File: src/rtl/bus_serr_pkg.sv
package bus_serr_pkg;

    typedef enum logic {
        PULSE_IDLE,
        PULSE_DRIVE
    } pulse_state_e;

    typedef enum logic [1:0] {
        LINE_CLEAR,
        LINE_ASSERTED,
        LINE_RECOVER
    } line_state_e;

endpackage

File: src/rtl/serr_pulse_fsm.sv
module serr_pulse_fsm
    import bus_serr_pkg::*;
(
    input  logic clk,
    input  logic rst_n,
    input  logic trigger,
    output logic drive
);

    pulse_state_e state_q;
    pulse_state_e state_d;

    always_comb begin
        state_d = state_q;
        unique case (state_q)
            PULSE_IDLE:  if (trigger) state_d = PULSE_DRIVE;
            PULSE_DRIVE: state_d = PULSE_IDLE;
            default:     state_d = PULSE_IDLE;
        endcase
    end

    always_ff @(posedge clk) begin
        if (!rst_n) state_q <= PULSE_IDLE;
        else        state_q <= state_d;
    end

    always_comb begin
        drive = (state_q == PULSE_DRIVE);
    end

endmodule

File: src/rtl/serr_line_monitor.sv
module serr_line_monitor
    import bus_serr_pkg::*;
#(
    parameter int HIGH_SAMPLES = 2
) (
    input  logic clk,
    input  logic rst_n,
    input  logic line_n,
    output logic seen
);

    localparam int CNT_W = $clog2(HIGH_SAMPLES + 1);
    localparam logic [CNT_W-1:0] LAST_CNT = CNT_W'(HIGH_SAMPLES - 1);

    line_state_e     state_q;
    line_state_e     state_d;
    logic [CNT_W-1:0] cnt_q;
    logic [CNT_W-1:0] cnt_d;

    always_comb begin
        state_d = state_q;
        cnt_d   = cnt_q;
        unique case (state_q)
            LINE_CLEAR: begin
                cnt_d = '0;
                if (!line_n) state_d = LINE_ASSERTED;
            end
            LINE_ASSERTED: begin
                if (line_n) begin
                    if (HIGH_SAMPLES <= 1) begin
                        state_d = LINE_CLEAR;
                        cnt_d   = '0;
                    end else begin
                        state_d = LINE_RECOVER;
                        cnt_d   = CNT_W'(1);
                    end
                end
            end
            LINE_RECOVER: begin
                if (!line_n) begin
                    state_d = LINE_ASSERTED;
                    cnt_d   = '0;
                end else if (cnt_q >= LAST_CNT) begin
                    state_d = LINE_CLEAR;
                    cnt_d   = '0;
                end else begin
                    cnt_d = cnt_q + CNT_W'(1);
                end
            end
            default: begin
                state_d = LINE_CLEAR;
                cnt_d   = '0;
            end
        endcase
    end

    always_ff @(posedge clk) begin
        if (!rst_n) begin
            state_q <= LINE_CLEAR;
            cnt_q   <= '0;
        end else begin
            state_q <= state_d;
            cnt_q   <= cnt_d;
        end
    end

    always_comb begin
        seen = (state_q != LINE_CLEAR);
    end

endmodule

File: src/rtl/parity_status_regs.sv
module parity_status_regs #(
    parameter int STAT_W    = 16,
    parameter int MDPE_POS  = 8,
    parameter int DPE_POS   = 15
) (
    input  logic              clk,
    input  logic              rst_n,
    input  logic [1:0]        set_req,
    input  logic              wr_en,
    input  logic [STAT_W-1:0] wr_data,
    output logic [1:0]        flags
);

    localparam int NUM_FLAGS = 2;

    logic wr_data_unused;
    assign wr_data_unused = ^wr_data;

    for (genvar g = 0; g < NUM_FLAGS; g++) begin : g_flag
        localparam int BIT_POS = (g == 0) ? MDPE_POS : DPE_POS;
        logic flag_q;
        logic clr;

        assign clr = wr_en && wr_data[BIT_POS];

        always_ff @(posedge clk) begin
            if (!rst_n)          flag_q <= 1'b0;
            else if (set_req[g]) flag_q <= 1'b1;
            else if (clr)        flag_q <= 1'b0;
        end

        assign flags[g] = flag_q;
    end

endmodule

File: src/rtl/bus_syserr_status.sv
module bus_syserr_status #(
    parameter int STAT_W       = 16,
    parameter int MDPE_POS     = 8,
    parameter int DPE_POS      = 15,
    parameter int HIGH_SAMPLES = 2
) (
    input  logic              clk,
    input  logic              rst_n,
    input  logic              addr_perr,
    input  logic              data_perr,
    input  logic              is_master,
    input  logic              is_write,
    input  logic              special_cycle,
    input  logic              perr_in_n,
    input  logic              cmd_serr_en,
    input  logic              cmd_perr_resp,
    input  logic              cmd_spc_en,
    input  logic              stat_wr_en,
    input  logic [STAT_W-1:0] stat_wr_data,
    input  logic              serr_in_n,
    output logic              serr_oe,
    output logic              mdpe_status,
    output logic              dpe_status,
    output logic              serr_seen
);

    logic       serr_trigger;
    logic       mdpe_set;
    logic       dpe_set;
    logic [1:0] flags;

    always_comb begin
        serr_trigger = cmd_serr_en && cmd_perr_resp &&
                       (addr_perr || (data_perr && special_cycle && cmd_spc_en));
        mdpe_set     = cmd_perr_resp && is_master &&
                       ((!is_write && data_perr) || (is_write && !perr_in_n));
        dpe_set      = addr_perr ||
                       (data_perr && ((is_master && !is_write) || (!is_master && is_write)));
    end

    serr_pulse_fsm u_pulse (
        .clk     (clk),
        .rst_n   (rst_n),
        .trigger (serr_trigger),
        .drive   (serr_oe)
    );

    serr_line_monitor #(
        .HIGH_SAMPLES (HIGH_SAMPLES)
    ) u_line (
        .clk    (clk),
        .rst_n  (rst_n),
        .line_n (serr_in_n),
        .seen   (serr_seen)
    );

    parity_status_regs #(
        .STAT_W   (STAT_W),
        .MDPE_POS (MDPE_POS),
        .DPE_POS  (DPE_POS)
    ) u_status (
        .clk     (clk),
        .rst_n   (rst_n),
        .set_req ({dpe_set, mdpe_set}),
        .wr_en   (stat_wr_en),
        .wr_data (stat_wr_data),
        .flags   (flags)
    );

    assign mdpe_status = flags[0];
    assign dpe_status  = flags[1];

endmodule

File: config.mk
export PLATFORM = sky130hd
export DESIGN_NAME = bus_syserr_status
export DESIGN_NICKNAME = d
export VERILOG_FILES = /design/src/rtl/bus_serr_pkg.sv /design/src/rtl/serr_pulse_fsm.sv /design/src/rtl/serr_line_monitor.sv /design/src/rtl/parity_status_regs.sv /design/src/rtl/bus_syserr_status.sv
export SDC_FILE = /design/constraint.sdc
export NUM_CORES = 1
export LEC_CHECK = 0
export ABC_AREA = 1
export CAP_MARGIN = 0
export CORE_MARGIN = 3
export CORE_UTILIZATION = 35
export DETAILED_ROUTE_END_ITERATION = 12
export GPL_ROUTABILITY_DRIVEN = 0
export GPL_TIMING_DRIVEN = 1
export PLACE_DENSITY = 0.86
export SYNTH_ARGS = -nofsm -noshare
export SYNTH_HDL_FRONTEND = slang
export SYNTH_SLANG_ARGS = --single-unit
File: constraint.sdc
create_clock -name clk -period 2.6 [get_ports clk]
set_input_delay 0.52 -clock clk [delete_from_list [all_inputs] [get_ports clk]]
set_output_delay 0.52 -clock clk [all_outputs]
set_load 0.005 [all_outputs]
---- Word-level counts from Yosys, hierarchy flattened ----
Cells that the tools add are included.
cells by class
  add/sub/neg operators ................... 1
  bitwise operators ....................... 1
  reduce and logical (&&, ||, !) cells .... 25
  equal/unequal tests ..................... 5
  muxes and demuxes ....................... 15
  $lt $le $gt $ge ......................... 1
operators by type and width
  cell                   count
  $mux W2                7
  $logic_and A1 B1 Y1    13
  $pmux W2 S3            1
  $reduce_bool A2 Y1     3
  $mux W1                5
  $logic_or A1 B1 Y1     4
  $ne A2 B2 Y1 const B   2
  $pmux W2 S2            1
  $logic_not A1 Y1       3
  $ne A3 B2 Y1 const B   1
  $reduce_and A3 Y1      1
  $add A2 B1 Y2 const B  1
  $eq A2 B1 Y1 const B   1
  $eq A2 B2 Y1 const B   1
  $ge A2 B1 Y1 const B   1
  $logic_not A2 Y1       1
  $pmux W1 S2            1
  $not A1 Y1             1
storage, ports and cells
  input port bits ......................... 29
  register bits ........................... 7
  word-level logic and storage cells ...... 53
  output and inout port bits .............. 4

---- Longest topological paths before layout ----
  word-level depth ........................ 6
  depth in mapped cells ................... 7
  depth with buffers taken out ............ 7

---- Cells and area by module ----
A second synthesis with hierarchy kept.
unflattened totals
  cells, all modules ...................... 77
  area total of the unflattened synthesis .. 509.2 µm²
modules (own cells, without submodules)
  module              times used  seq. area each (µm²)  cells each  area an instance (µm²)
  serr_line_monitor   1           80.1                  47          322.8
  parity_status_regs  1           40.0                  13          98.8
  bus_syserr_status   1           0.0                   14          57.6
  serr_pulse_fsm      1           20.0                  3           30.0

---- Least setup slack after synthesis ----
OpenSTA, ideal clock, no wires.
  path kind ............................... register to output
  start ................................... register u_line.state_q[0]
  end ..................................... output port serr_seen
  data arrival time ....................... 0.702 ns
  required time ........................... 2.080 ns
  stages on the path, launching flop included .. 4
  path slack .............................. 1.378 ns
  path buffers ............................ 0
  path through ............................ dfxtp_1 inv_1 ha_1 inv_1
between the ends
  cells in the longest elaborated chain, start to end .. 1
ends and longest elaborated chain
  item                      RTL line                 text
  start: declaration        serr_line_monitor.sv:15  line_state_e state_q;
  start signal: assignment  serr_line_monitor.sv:62  state_q <= state_d;
  $reduce_bool A2 Y1        serr_line_monitor.sv:68  seen = (state_q != LINE_CLEAR);
  end: declaration          bus_syserr_status.sv:24  output logic serr_seen
No other way between the ends.

---- Final worst setup path ----
Ends and elaborated chain as after synthesis.

==> key figures <==
Floorplanning
  – Number of placement rows: 12
  – Number of top-level pins: 33
  – Die boundary width: 42.4 um
  – Effective utilization at floorplan: 39.6%
  – Die footprint: 1800 um^2
  – Area of the core region: 1170 um^2
  – Die height: 42.4 um

Logic synthesis
  – Area share of the largest cell type after synthesis: 30.2%
  – Cell taking the most area after synthesis: sky130_fd_sc_hd__dfxtp_1
  – Synth warn: 0
  – EDFF count, synth: 0
  – Netlist area before placement: 464 um^2
  – Share of async-settable or async-resettable flops after synthesis: 0%
  – Part of the Yosys area used for sequential elements: 30.2%
  – Commonest cells in the netlist: sky130_fd_sc_hd__inv_1 (14), sky130_fd_sc_hd__nand2_1 (14), sky130_fd_sc_hd__dfxtp_1 (7), sky130_fd_sc_hd__ha_1 (7), sky130_fd_sc_hd__a21oi_1 (6)
  – Flip-flop and latch count after synthesis: 7
  – Instance count of the mapped netlist: 67
  – Post-Synthesis Mean Instance Area: 6.93 um^2
  – Yosys cell types: 15
  – Number of nets in the synthesized netlist: 103
  – Top cells by area, synth: sky130_fd_sc_hd__dfxtp_1 (30%), sky130_fd_sc_hd__ha_1 (19%), sky130_fd_sc_hd__inv_1 (11%), sky130_fd_sc_hd__nand2_1 (11%), sky130_fd_sc_hd__a21oi_1 (6.5%)
  – Predominant post-synthesis flop cell: sky130_fd_sc_hd__dfxtp_1

Layout
  – Number of diodes added for antenna fixing: 0
  – Synth-to-layout area growth: 48.2%
  – Fraction of layout instances using a drive strength above 1: 7.87%
  – Number of nets in the final layout: 126
  – Cell Count, Final, Fillers Out: 103

Critical path
  – Worst Path Max Fanout: 4
  – Worst path arrival time: 1.51 ns
  – Kind of cell adding the most delay to the critical path: buffers and inverters
  – Critical path start-end classification: reg2out
  – Cell depth of the worst flop-to-flop path: 6
  – Endpoint kind of the worst setup timing path: output port
  – Critical path's largest stage delay: 0.49 ns
  – Sum of buffers and inverters on the critical path: 3
  – Setup slack, reg-to-reg: 1.36 ns
  – CP max stage cell: sky130_fd_sc_hd__clkdlybuf4s50_1
  – Reg2Reg Capture Point: u_line.state_q[1]
  – Critical path data required time: 2.08 ns
  – Cell occurring most often along the worst timing path: sky130_fd_sc_hd__inv_1
  – Cells along the critical path: inv_1 > ha_1 > inv_1 > clkdlybuf4s50_1
  – Kind of start point of the critical path: flop
  – Startpoint of the lowest-slack register-to-register path: u_line.state_q[0]

Worst hold path
  – Hold_sp: u_line.cnt_q[1]
  – Worst Hold Depth: 2
  – Min-Delay Endpoint: u_line.cnt_q[1]
  – Hold WC Path Type: reg2reg

Global route
  – Number of antenna violations at the first check in global routing: 0
  – Largest net degree at the start of global routing: 6
  – Total Routing Usage GR: 10.8%
  – Wire length of the first global-routing pass: 1.48 mm
  – GRT overflow: 0
  – Number of global-route vias before repair: 405

Power and ir drop
  – Sequential fraction of design power: 30.9%
  – Net switching power figure: 0.169 mW
  – Part of the power in combinational logic: 48.5%
  – Leakage dissipation: 0.335 nW
  – Internal Dissipation: 0.299 mW
  – Highest ir drop seen on vdd: 305 uV
  – Net Sw Frac: 36.1%
  – Power Dens Cells: 680 nW/um^2
  – Relative contribution of the clock network to total power: 20.6%

Drt
  – Initial DRC count: 5
  – Detailed-route DRC error count: 0
  – Vias/cell: 4.52
  – Number of nets with antenna violations after routing: 0
  – Avg WL per Cell: 8.86 um
  – 1st-pass router iterations: 3
  – Total number of vias: 466
  – Aggregate routed wire length: 913 um

Timing
  – Summed negative setup slack over all endpoints: 0 ns
  – Transition time at the pin with the least slew margin: 0.172 ns
  – Part of the cycle the worst path needs: 78.2%
  – Final Skew: 0.00534 ns
  – Post-route minimum period: 2.03 ns
  – Achievable clock frequency: 0.492 GHz
  – Slack of the critical path: 0.568 ns
  – Worst-case headroom to the max-slew limit: 88.5%
  – Max-slew violation count: 0
  – Number of failing setup endpoints in the final timing report: 0
  – Unrepaired setup endpoints after global routing: false
  – Worst Hold Margin: 0.458 ns
  – Final hold violation count: 0

Place
  – Cell count after placement: 99
  – Dpl ws: 0.834 ns
  – Number of I/O port buffers: 18
  – DP Wirelength: 818 um

Run status
  – Outcome: complete, no violations

CTS
  – TritonCTS Buffers: 3
  – Worst-Skew Late Latency: 0.25 ns
  – CTS Hold Bufs: 0
  – Root buffer selected by CTS: sky130_fd_sc_hd__clkbuf_4
  – H-tree depth: 1
  – Clock net sink count: 7
  – Number of buffers inserted by post-CTS setup repair: 0
  – Number of buffers between clock root and the deepest sink: 2
  – Clock transition at the registers of the reported paths: 0.05 ns
  – CTS tree: yes
  – Number of instances resized during post-cts repair: 0

Job
  – Total of max-cap violations: 0
-- state kept, by name (all words and copies together), names as in the netlist --
name                    count
u_line.cnt_q                2
u_status.g_flag.flag_q      2
u_line.state_q              2
u_pulse.drive               1
-- how the worst max path moves through the flow --
stage | from | to | slack (ns) | cells after the start
detailed placement | u_line.state_q[0] | serr_seen | 0.83 | 4
global placement | u_line.state_q[0] | serr_seen | 0.85 | 4
global route | u_line.state_q[0] | serr_seen | 0.48 | 4
finish | u_line.state_q[0] | serr_seen | 0.57 | 4
CTS | u_line.state_q[0] | serr_seen | 0.56 | 4
floorplan | u_line.state_q[0] | serr_seen | 1.38 | 3
-- placed cells by master, fill, tap and decap left out, drive strengths merged --
cell	n
clkdlybuf4s50	18
inv	15
nand2	15
ha	7
dfxtp	7
a21oi	6
nor2	5
nand4	4
nand3	4
clkbuf	4
o21ai	1
nor3	1
or2	1
and2	1
-- per-layer routing --
metal	up-vias	GRT usage, %	wire [um]
li1	256	-	-
met1	194	9.64	354
met2	14	20.4	471
met3	2	4.29	79
met4	0	5.59	8
met5	-	0	0
-- worst min-delay path: stages (launching register included) --
cell and delay [ns]:
sky130_fd_sc_hd__dfxtp_1 0.30, sky130_fd_sc_hd__nand2_1 0.06, sky130_fd_sc_hd__a21oi_1 0.05
-- final cells by class --
type / instances / area [um^2]
clock buffers: 4 / 26.3
fillers: 114 / 483
inverters: 15 / 56.3
multi-input cells: 45 / 268
flip-flops and latches: 7 / 140
well taps: 14 / 17.5
repair buffers: 18 / 180
-- per-stage QoR --
stage                     power (mW)  instance area, um^2  utilization [%]
final                          0.468                  688             58.8
after global routing           0.513                  688             58.8
after CTS                      0.475                  688             58.8
after detailed placement       0.376                  662             56.5
after global placement         0.370                  662             56.5
after floorplan                0.296                  464                -
-- power groups by stage --
| stage | Combinational, mW | Clock [mW] | Sequential, mW |
|---|---|---|---|
| 6_report | 0.227 | 0.0965 | 0.145 |
| 2_1_floorplan | 0.152 | 0 | 0.144 |
| 4_1_cts | 0.231 | 0.0993 | 0.145 |
| 5_1_grt | 0.260 | 0.105 | 0.148 |
| 3_3_place_gp | 0.224 | 0 | 0.146 |
| 3_5_place_dp | 0.229 | 0 | 0.147 |
-- kinds of logic (layout without fill, tap and decap cells) --
group / count (synthesis) / after routing / synth area share, %
adders and majority gates: 7 / 7 / 18.9
buffers and inverters: 15 / 37 / 12.1
DFF: 7 / 7 / 30.2
AOI/OAI and AO/OA: 7 / 7 / 7.55
and+or+nand+nor: 31 / 31 / 31.3
No activity file was read; power rests on OpenSTA's default activity.
